$ cat config.mk
export PLATFORM = sky130hd
export DESIGN_NAME = posn_byte_reader
export DESIGN_NICKNAME = d
export VERILOG_FILES = /design/src/rtl/qlr_pkg.sv /design/src/rtl/qlr_counter.sv /design/src/rtl/qlr_freeze_ctl.sv /design/src/rtl/qlr_byte_mux.sv /design/src/rtl/posn_byte_reader.sv
export SDC_FILE = /design/constraint.sdc
export NUM_CORES = 1
export LEC_CHECK = 0
export ABC_AREA = 1
export BUFFER_PORTS_ARGS = -buffer_cell sky130_fd_sc_hd__buf_4
export CAP_MARGIN = 25
export CORE_ASPECT_RATIO = 1.25
export CORE_UTILIZATION = 51
export CTS_BUF_LIST = sky130_fd_sc_hd__clkbuf_4
export CTS_CLUSTER_DIAMETER = 80
export DETAILED_ROUTE_END_ITERATION = 8
export PLACE_DENSITY = 0.69
export SYNTH_ARGS = -nofsm -noshare
export SYNTH_HDL_FRONTEND = slang
export SYNTH_SLANG_ARGS = --single-unit
export TNS_END_PERCENT = 20
$ cat constraint.sdc
create_clock -name clk -period 3.1 [get_ports clk]
set_input_delay 0.155 -clock clk [delete_from_list [all_inputs] [get_ports clk]]
set_output_delay 0.155 -clock clk [all_outputs]
set_load 0.02 [all_outputs]
$ cat src/rtl/qlr_pkg.sv
package qlr_pkg;

    // Read-freeze sequencing: idle, frozen after high byte, low byte seen
    typedef enum logic [1:0] {
        FRZ_IDLE = 2'd0,
        FRZ_HELD = 2'd1,
        FRZ_HALF = 2'd2
    } frz_state_e;

endpackage

$ cat src/rtl/qlr_counter.sv
module qlr_counter #(
    parameter int W = 16
) (
    input  logic         clk,
    input  logic         rst_n,
    input  logic         step_up,
    input  logic         step_dn,
    output logic [W-1:0] cnt_o,
    output logic         wrap_o,
    output logic         wrap_up_o
);

    localparam logic [W-1:0] CNT_MAX = {W{1'b1}};

    typedef struct packed {
        logic [W-1:0] cnt;
        logic         wrap;
        logic         wrap_up;
    } ctr_t;

    ctr_t ctr_d, ctr_q;

    always_comb begin
        ctr_d         = ctr_q;
        ctr_d.wrap    = 1'b0;
        ctr_d.wrap_up = 1'b0;
        if (step_up && !step_dn) begin
            ctr_d.cnt = ctr_q.cnt + W'(1);
            if (ctr_q.cnt == CNT_MAX) begin
                ctr_d.wrap    = 1'b1;
                ctr_d.wrap_up = 1'b1;
            end
        end else if (step_dn && !step_up) begin
            ctr_d.cnt = ctr_q.cnt - W'(1);
            if (ctr_q.cnt == '0) begin
                ctr_d.wrap = 1'b1;
            end
        end
    end

    always_ff @(posedge clk) begin
        if (!rst_n) begin
            ctr_q <= '0;
        end else begin
            ctr_q <= ctr_d;
        end
    end

    assign cnt_o     = ctr_q.cnt;
    assign wrap_o    = ctr_q.wrap;
    assign wrap_up_o = ctr_q.wrap_up;


    wrap_dir_chk: assert property (@(posedge clk) disable iff (!rst_n)
        ctr_q.wrap_up |-> ctr_q.wrap);


    wrap_val_chk: assert property (@(posedge clk) disable iff (!rst_n)
        ctr_q.wrap |-> (ctr_q.cnt == (ctr_q.wrap_up ? '0 : CNT_MAX)));


    up_step_chk: assert property (@(posedge clk) disable iff (!rst_n)
        (step_up && !step_dn) |=> (ctr_q.cnt == $past(ctr_q.cnt) + W'(1)));


    hold_chk: assert property (@(posedge clk) disable iff (!rst_n)
        (step_up == step_dn) |=> $stable(ctr_q.cnt));

endmodule

$ cat src/rtl/qlr_freeze_ctl.sv
module qlr_freeze_ctl
    import qlr_pkg::*;
(
    input  logic clk,
    input  logic rst_n,
    input  logic oe_n,
    input  logic byte_sel,
    output logic frozen_o,
    output logic load_o
);

    typedef struct packed {
        frz_state_e st;
    } frz_t;

    frz_t frz_d, frz_q;

    logic hi_access, lo_access;

    always_comb begin
        hi_access = !oe_n && !byte_sel;
        lo_access = !oe_n && byte_sel;
        frz_d     = frz_q;
        unique case (frz_q.st)
            FRZ_IDLE: if (hi_access) frz_d.st = FRZ_HELD;
            FRZ_HELD: if (lo_access) frz_d.st = FRZ_HALF;
            FRZ_HALF: if (oe_n)      frz_d.st = FRZ_IDLE;
            default:                 frz_d.st = FRZ_IDLE;
        endcase
    end

    always_ff @(posedge clk) begin
        if (!rst_n) begin
            frz_q.st <= FRZ_IDLE;
        end else begin
            frz_q <= frz_d;
        end
    end

    assign frozen_o = (frz_q.st != FRZ_IDLE);
    assign load_o   = (frz_q.st == FRZ_IDLE) && !hi_access;


    set_chk: assert property (@(posedge clk) disable iff (!rst_n)
        (!frozen_o && !oe_n && !byte_sel) |=> frozen_o);


    low_only_chk: assert property (@(posedge clk) disable iff (!rst_n)
        (!frozen_o && (oe_n || byte_sel)) |=> !frozen_o);


    release_chk: assert property (@(posedge clk) disable iff (!rst_n)
        $fell(frozen_o) |-> ($past(oe_n) && $past(frz_q.st) == FRZ_HALF));


    held_chk: assert property (@(posedge clk) disable iff (!rst_n)
        (frz_q.st == FRZ_HELD) |=> frozen_o);

endmodule

$ cat src/rtl/qlr_byte_mux.sv
module qlr_byte_mux #(
    parameter int BUS_W = 8,
    parameter int LANES = 2
) (
    input  logic [BUS_W*LANES-1:0] word_i,
    input  logic                   byte_sel,
    input  logic                   oe_n,
    output logic [BUS_W-1:0]       data_o,
    output logic                   drive_o
);

    localparam int HI_LANE = LANES - 1;

    logic [BUS_W-1:0] lane [LANES];

    for (genvar g = 0; g < LANES; g++) begin : g_lane
        assign lane[g] = word_i[g*BUS_W +: BUS_W];
    end

    always_comb begin
        drive_o = !oe_n;
        data_o  = '0;
        if (!oe_n) begin
            data_o = byte_sel ? lane[0] : lane[HI_LANE];
        end
    end

endmodule

$ cat src/rtl/posn_byte_reader.sv
module posn_byte_reader #(
    parameter int BUS_W = 8
) (
    input  logic             clk,
    input  logic             rst_n,
    input  logic             cnt_up,
    input  logic             cnt_dn,
    input  logic             byte_sel,
    input  logic             oe_n,
    output logic [BUS_W-1:0] bus_data,
    output logic             bus_drive,
    output logic             wrap_pulse,
    output logic             wrap_up
);

    localparam int LANES = 2;
    localparam int CNT_W = BUS_W * LANES;

    typedef struct packed {
        logic [CNT_W-1:0] pos;
    } latch_t;

    latch_t           latch_d, latch_q;
    logic [CNT_W-1:0] cnt;
    logic             frozen, load;

    qlr_counter #(.W(CNT_W)) u_counter (
        .clk       (clk),
        .rst_n     (rst_n),
        .step_up   (cnt_up),
        .step_dn   (cnt_dn),
        .cnt_o     (cnt),
        .wrap_o    (wrap_pulse),
        .wrap_up_o (wrap_up)
    );

    qlr_freeze_ctl u_freeze (
        .clk      (clk),
        .rst_n    (rst_n),
        .oe_n     (oe_n),
        .byte_sel (byte_sel),
        .frozen_o (frozen),
        .load_o   (load)
    );

    always_comb begin
        latch_d = latch_q;
        if (load) begin
            latch_d.pos = cnt;
        end
    end

    always_ff @(posedge clk) begin
        if (!rst_n) begin
            latch_q <= '0;
        end else begin
            latch_q <= latch_d;
        end
    end

    qlr_byte_mux #(.BUS_W(BUS_W), .LANES(LANES)) u_mux (
        .word_i   (latch_q.pos),
        .byte_sel (byte_sel),
        .oe_n     (oe_n),
        .data_o   (bus_data),
        .drive_o  (bus_drive)
    );


    frozen_hold_chk: assert property (@(posedge clk) disable iff (!rst_n)
        frozen |=> $stable(latch_q.pos));


    refresh_chk: assert property (@(posedge clk) disable iff (!rst_n)
        load |=> (latch_q.pos == $past(cnt)));


    bus_idle_chk: assert property (@(posedge clk) disable iff (!rst_n)
        oe_n |-> (!bus_drive && bus_data == '0));

endmodule

==> results of run 1 <==
==> critical path, delay by kind of cell, from the launching register on <==
family | cells | cell delay (ns)
AND/OR/NAND/NOR | 6 | 0.82
adder cells (fa/ha/maj) | 1 | 0.23
buffers and inverters | 1 | 0.03
flip-flops | 1 | 0.46
==> per-layer routing <==
layer / vias up / routed length (um)
met5: - / 0
met4: 0 / 85
met3: 9 / 268
met2: 65 / 2700
met1: 1021 / 2520
li1: 1193 / -
==> path summary, 6_finish.rpt <==
check | slack, ns | cells after the start | endpoint | startpoint
max | 1.45 | 8 | u_counter.cnt_o[10] | u_counter.cnt_o[1]
min | 0.03 | 2 | u_freeze.frz_q[1] | oe_n
max reg2reg | 1.45 | 8 | u_counter.cnt_o[10] | u_counter.cnt_o[1]
min reg2reg | 0.46 | 2 | latch_q[8] | latch_q[8]
==> cell families (layout without fill, tap and decap cells) <==
group | Yosys count | in the layout | synth area share, %
xor gates and xnor gates | 2 | 2 | 0.766
buffers and inverters | 67 | 72 | 12.1
DFF | 36 | 36 | 31.5
AOI/OAI and AO/OA | 81 | 81 | 19.7
and+or+nand+nor | 174 | 174 | 33.7
adders and majority gates | 4 | 4 | 2.19
==> power breakdown <==
group          switching [uW]  internal (uW)
Combinational             212            109
Sequential               47.2            504
Clock                     157           79.3
Total                     415            693
==> sequential cells by signal (all words and copies together), names as in the netlist <==
| register | flops |
|---|---|
| u_counter.wrap_up_o | 1 |
| u_counter.cnt_o | 16 |
| u_freeze.frz_q | 2 |
| latch_q | 16 |
| u_counter.wrap_o | 1 |
==> metrics by stage <==
step	instance area, um2	hold WS [ns]	cells	worst slack [ns]
global route	2430	0.0122	425	1.25
CTS	2430	0.0133	425	1.46
floorplan	2290	0.234	364	1.74
global placement	2380	0.376	418	1.35
finish	2430	0.0267	425	1.45
detailed placement	2380	0.376	418	1.27
==> cell usage in the layout (no fill, tap or decap) <==
| master | instances |
|---|---|
| nand2_2 | 4 |
| inv_2 | 3 |
| a221oi_1 | 1 |
| nor3_1 | 2 |
| inv_1 | 46 |
| nand2_1 | 74 |
| nor2_2 | 8 |
| o22ai_1 | 5 |
| clkbuf_4 | 5 |
| a31oi_1 | 1 |
| a22o_1 | 6 |
| clkinv_1 | 2 |
| nand3_1 | 38 |
| xor2_1 | 2 |
| a21oi_1 | 34 |
| nor2_4 | 3 |
| nand4_1 | 5 |
| dfxtp_1 | 36 |
| nor4_1 | 1 |
| nor2_1 | 39 |
| o2111ai_1 | 1 |
| o211ai_1 | 1 |
| o21ai_1 | 2 |
| o21ai_0 | 28 |
| o31ai_1 | 1 |
| ha_1 | 4 |
| buf_4 | 16 |
| a2111oi_0 | 1 |
==> final cells by class <==
class                      count  area (um2)  share of cell area (%)
multi-input combinational    261        1290                    53.1
sequential                    36         721                    29.7
tap                           56        70.1                    2.88
clock buffer                   5        37.5                    1.54
timing repair buffer          16         120                    4.94
clock inverter                 2        7.51                   0.309
inverter                      49         184                    7.57
==> results.yml, run 1 <==
logic_synthesis:
  synthCells: 364
  syn_area_um2: 2290
  synth-edff-count: 0
  synth_top_cell_area_share_pct: 31.5
  synth_cell_types: 31
  yosysSeqAreaShare_pct: 31.5
  synth_area_leader_cell: "dfxtp_1"
  synth_top_flop_cell: "dfxtp_1"
  synthTopCellsByArea: "dfxtp_1, nand2_1, nand3_1, inv_1, a21oi_1"
  ys_seq_elements: 36
  yosysWarnings: 0
  synth-async-reset-ratio_pct: 0
  yosys-top-cells-count: "nand2_1, inv_1, nor2_1"
  postSynthAreaPerCell_um2: 6.29
  synthesis.nets: 374
  yosysMostFrequentCell: "nand2_1"
grt:
  grt_pass1_wl_um: 9170
  grt_usage_pct: 25.4
  use_met2_pct: 43.8
  grt_max_degree: 24
  use_met3_pct: 4.05
  antenna_found_initial: 0
  grt_pass1_vias: 2067
  use_met1_pct: 31.1
  grt_busiest_layer: "met2"
  grt.overflow.total: 0
route:
  dr.pass1.iters: 4
  vias: 2288
  viasPerCell: 5.38
  antenna_left: 0
  drc: 0
  wirelength_um: 5580
  routedWlPerCell_um: 13.1
  dr.first_iter.drc_count: 128
cells_and_area:
  n_antenna_cell: 0
  area_delta_synth_final_pct: 6.18
  fillCellCount: 411
  utilization_pct: 57.9
  drive_above_1_share_pct: 10.6
  nets: 379
setup_path:
  cp_cell_sequence: "ha_1, nand2_1, nor2_2, nand4_1, nand3_1, nand3_1, nand2_1, inv_1"
  cpPeakStageDelay_ns: 0.46
  cp-start-kind: "flip-flop"
  critPathSlowestCell: "dfxtp_1"
  critPathArrivalTime_ns: 1.89
  crit_required_ns: 3.34
  worstSetupPathType: "flip-flop to flip-flop"
  crit_fanout: 7
  cp-end-kind: "flip-flop"
floorplan:
  dieArea_um2: 4760
  ios: 17
  die_x_um: 61.9
  rows: 26
  die_h_um: 76.9
  core_area_um2: 4200
  start_util_pct: 54.5
flow_run:
  max_cap_violations: 0
power_and_ir_drop:
  power.density_nw_per_um2: 456
  total_leakage_power_uw: 0.00110
  peakVddDrop_mv: 0.228
  totalPowerFinal_uw: 1110
sta:
  hold_viol_final: 0
  final.period_utilization_pct: 53.3
  fin_crit_ns: 1.65
  setup_violations: 0
  clock_skew_ns: 0.0191
  grt_setup_unrepaired: "false"
  max_slew_margin_pct: 52.2
  finalSetupTns_ns: 0
  worst_slew_pin_slew_ns: 0.716
  slew_violations: 0
  clock.fmax_mhz: 605
clock_tree:
  clk_latency_ns: 0.34
  hold_buffers: 0
  clock_sinks: 36
  clk_pin_slew_ns: 0.12
  cts_buffer_depth: 2
  cts_tree: "yes"
  post_cts_resized: 0
  cts_root_buf: "clkbuf_4"
  cts_buffers: 5
  postCtsSetupBuffers: 0
  htree_levels: 2
placed_design:
  place_hpwl_um: 3990
  place_congestion: 0.890
  port-buffer-count: 16
hold_path:
  hold_path_class: "primary input to flip-flop"
run_status:
  status: "finished, final reports clean"
(Power assumes the default switching activity.)
==> inputs of run 2 (changes only) <==
==> constraint.sdc (replaced) <==
create_clock -name clk -period 1.7 [get_ports clk]
set_input_delay 0.085 -clock clk [delete_from_list [all_inputs] [get_ports clk]]
set_output_delay 0.085 -clock clk [all_outputs]
set_load 0.02 [all_outputs]
==> results.yml, run 2 (same netlist as run 1, synthesis figures left out) <==
grt:
  grt_pass1_wl_um: 8960
  grt_max_degree: 24
  grt.overflow.total: 0
  grt_pass1_vias: 2001
  antenna_found_initial: 0
  grt_usage_pct: 25.3
sta:
  hold_viol_final: 0
  slew_violations: 0
  finalSetupTns_ns: 0
  setup_violations: 0
  final.period_utilization_pct: 89.4
  fin_crit_ns: 1.52
  max_slew_margin_pct: 63.2
  grt_setup_unrepaired: "false"
  whs_ns: 0.0874
  worst_slew_pin_slew_ns: 0.552
  clock_skew_ns: 0.0114
  clock.fmax_mhz: 658
clock_tree:
  clk_latency_ns: 0.35
  cts_tree: "yes"
  cts_root_buf: "clkbuf_4"
  postCtsSetupBuffers: 0
  cts_buffers: 5
  clk_pin_slew_ns: 0.12
  clock_sinks: 36
  htree_levels: 2
  cts_buffer_depth: 2
hold_path:
  hold_path_class: "primary input to flip-flop"
placed_design:
  place_congestion: 0.871
  port-buffer-count: 16
  place_hpwl_um: 4040
  dp_cells: 423
floorplan:
  ios: 17
  start_util_pct: 54.5
  dieArea_um2: 4760
  die_x_um: 61.9
  die_h_um: 76.9
  core_area_um2: 4200
  rows: 26
route:
  vias: 2305
  viasPerCell: 5.34
  drc: 0
  routedWlPerCell_um: 12.9
  dr.pass1.iters: 6
  dr.first_iter.drc_count: 117
  wirelength_um: 5550
  antenna_left: 0
cells_and_area:
  fillCellCount: 425
  layout.cells.most_common_list: "nand2_1, inv_1, nor2_1"
  nets: 385
  fin_cells: 432
  final_common_cell: "nand2_1"
  seq_area_um2: 721
  drive_above_1_share_pct: 12.5
  area_delta_synth_final_pct: 10.0
  n_antenna_cell: 0
  multiInputGateArea_um2: 1290
setup_path:
  critPathArrivalTime_ns: 1.78
  cp-start-kind: "flip-flop"
  cp-end-kind: "flip-flop"
  worstSetupPathType: "flip-flop to flip-flop"
  crit_fanout: 7
  crit_required_ns: 1.96
run_status:
  status: "finished, final reports clean"
power_and_ir_drop:
  totalPowerFinal_uw: 2220
  power.density_nw_per_um2: 882
  peakVddDrop_mv: 0.393
  total_leakage_power_uw: 0.00115
flow_run:
  max_cap_violations: 0
## run 2: metrics by stage
stage | area (um2) | worst slack (ns) | util (%)
final | 2520 | 0.181 | 60.0
after global routing | 2520 | 0.00341 | 60.0
after CTS | 2510 | 0.115 | 59.9
after detailed placement | 2420 | 0.144 | 57.7
after global placement | 2420 | 0.206 | 57.7
after floorplan | 2290 | 0.344 | -
## run 2: critical path, stage by stage, from the launching register on
cell and delay, ns:
dfxtp_1 0.45, ha_1 0.23, nand2_1 0.13, nor2_4 0.19, nand3_1 0.10, nand2_1 0.07, nand2_1 0.05, nand2_1 0.05
nand3_1 0.07, nand2_1 0.06, inv_1 0.04
## run 2: worst paths after layout
check / start / endpoint / slack [ns] / cells past startpoint
max reg2reg: u_counter.cnt_o[1] / u_counter.cnt_o[12] / 0.18 / 10
min reg2reg: latch_q[9] / latch_q[9] / 0.46 / 2
min: byte_sel / u_freeze.frz_q[1] / 0.09 / 3
max: u_counter.cnt_o[1] / u_counter.cnt_o[12] / 0.18 / 10
## run 2: layer usage
| metal | wire (um) | GRT usage [%] | vias to the layer above |
|---|---|---|---|
| li1 | - | - | 1214 |
| met1 | 2480 | 32.0 | 1026 |
| met2 | 2670 | 41.7 | 59 |
| met3 | 322 | 3.71 | 6 |
| met4 | 78 | 9.56 | 0 |
| met5 | 0 | 0 | - |
## run 2: final cells by class
type	count	share of cell area, %
clock inverters	3	1.69
clock buffers	5	1.49
well taps	56	2.78
flip-flops and latches	36	28.6
inverters	49	7.31
repair buffers	22	6.66
multi-input cells	261	51.4
## run 2: power breakdown
part / leakage [uW] / internal (uW) / total (uW) / switching, uW
clock: 0.0000412 / 306 / 620 / 314
combinational: 0.000811 / 210 / 592 / 382
sequential: 0.000297 / 920 / 1010 / 88.8
## run 2: what timing repair did
action,4_1_cts,5_1_grt
gates resized for setup,0,1
setup endpoints to repair,0,5
hold buffers,1,0
endpoints found under the hold margin,2,0
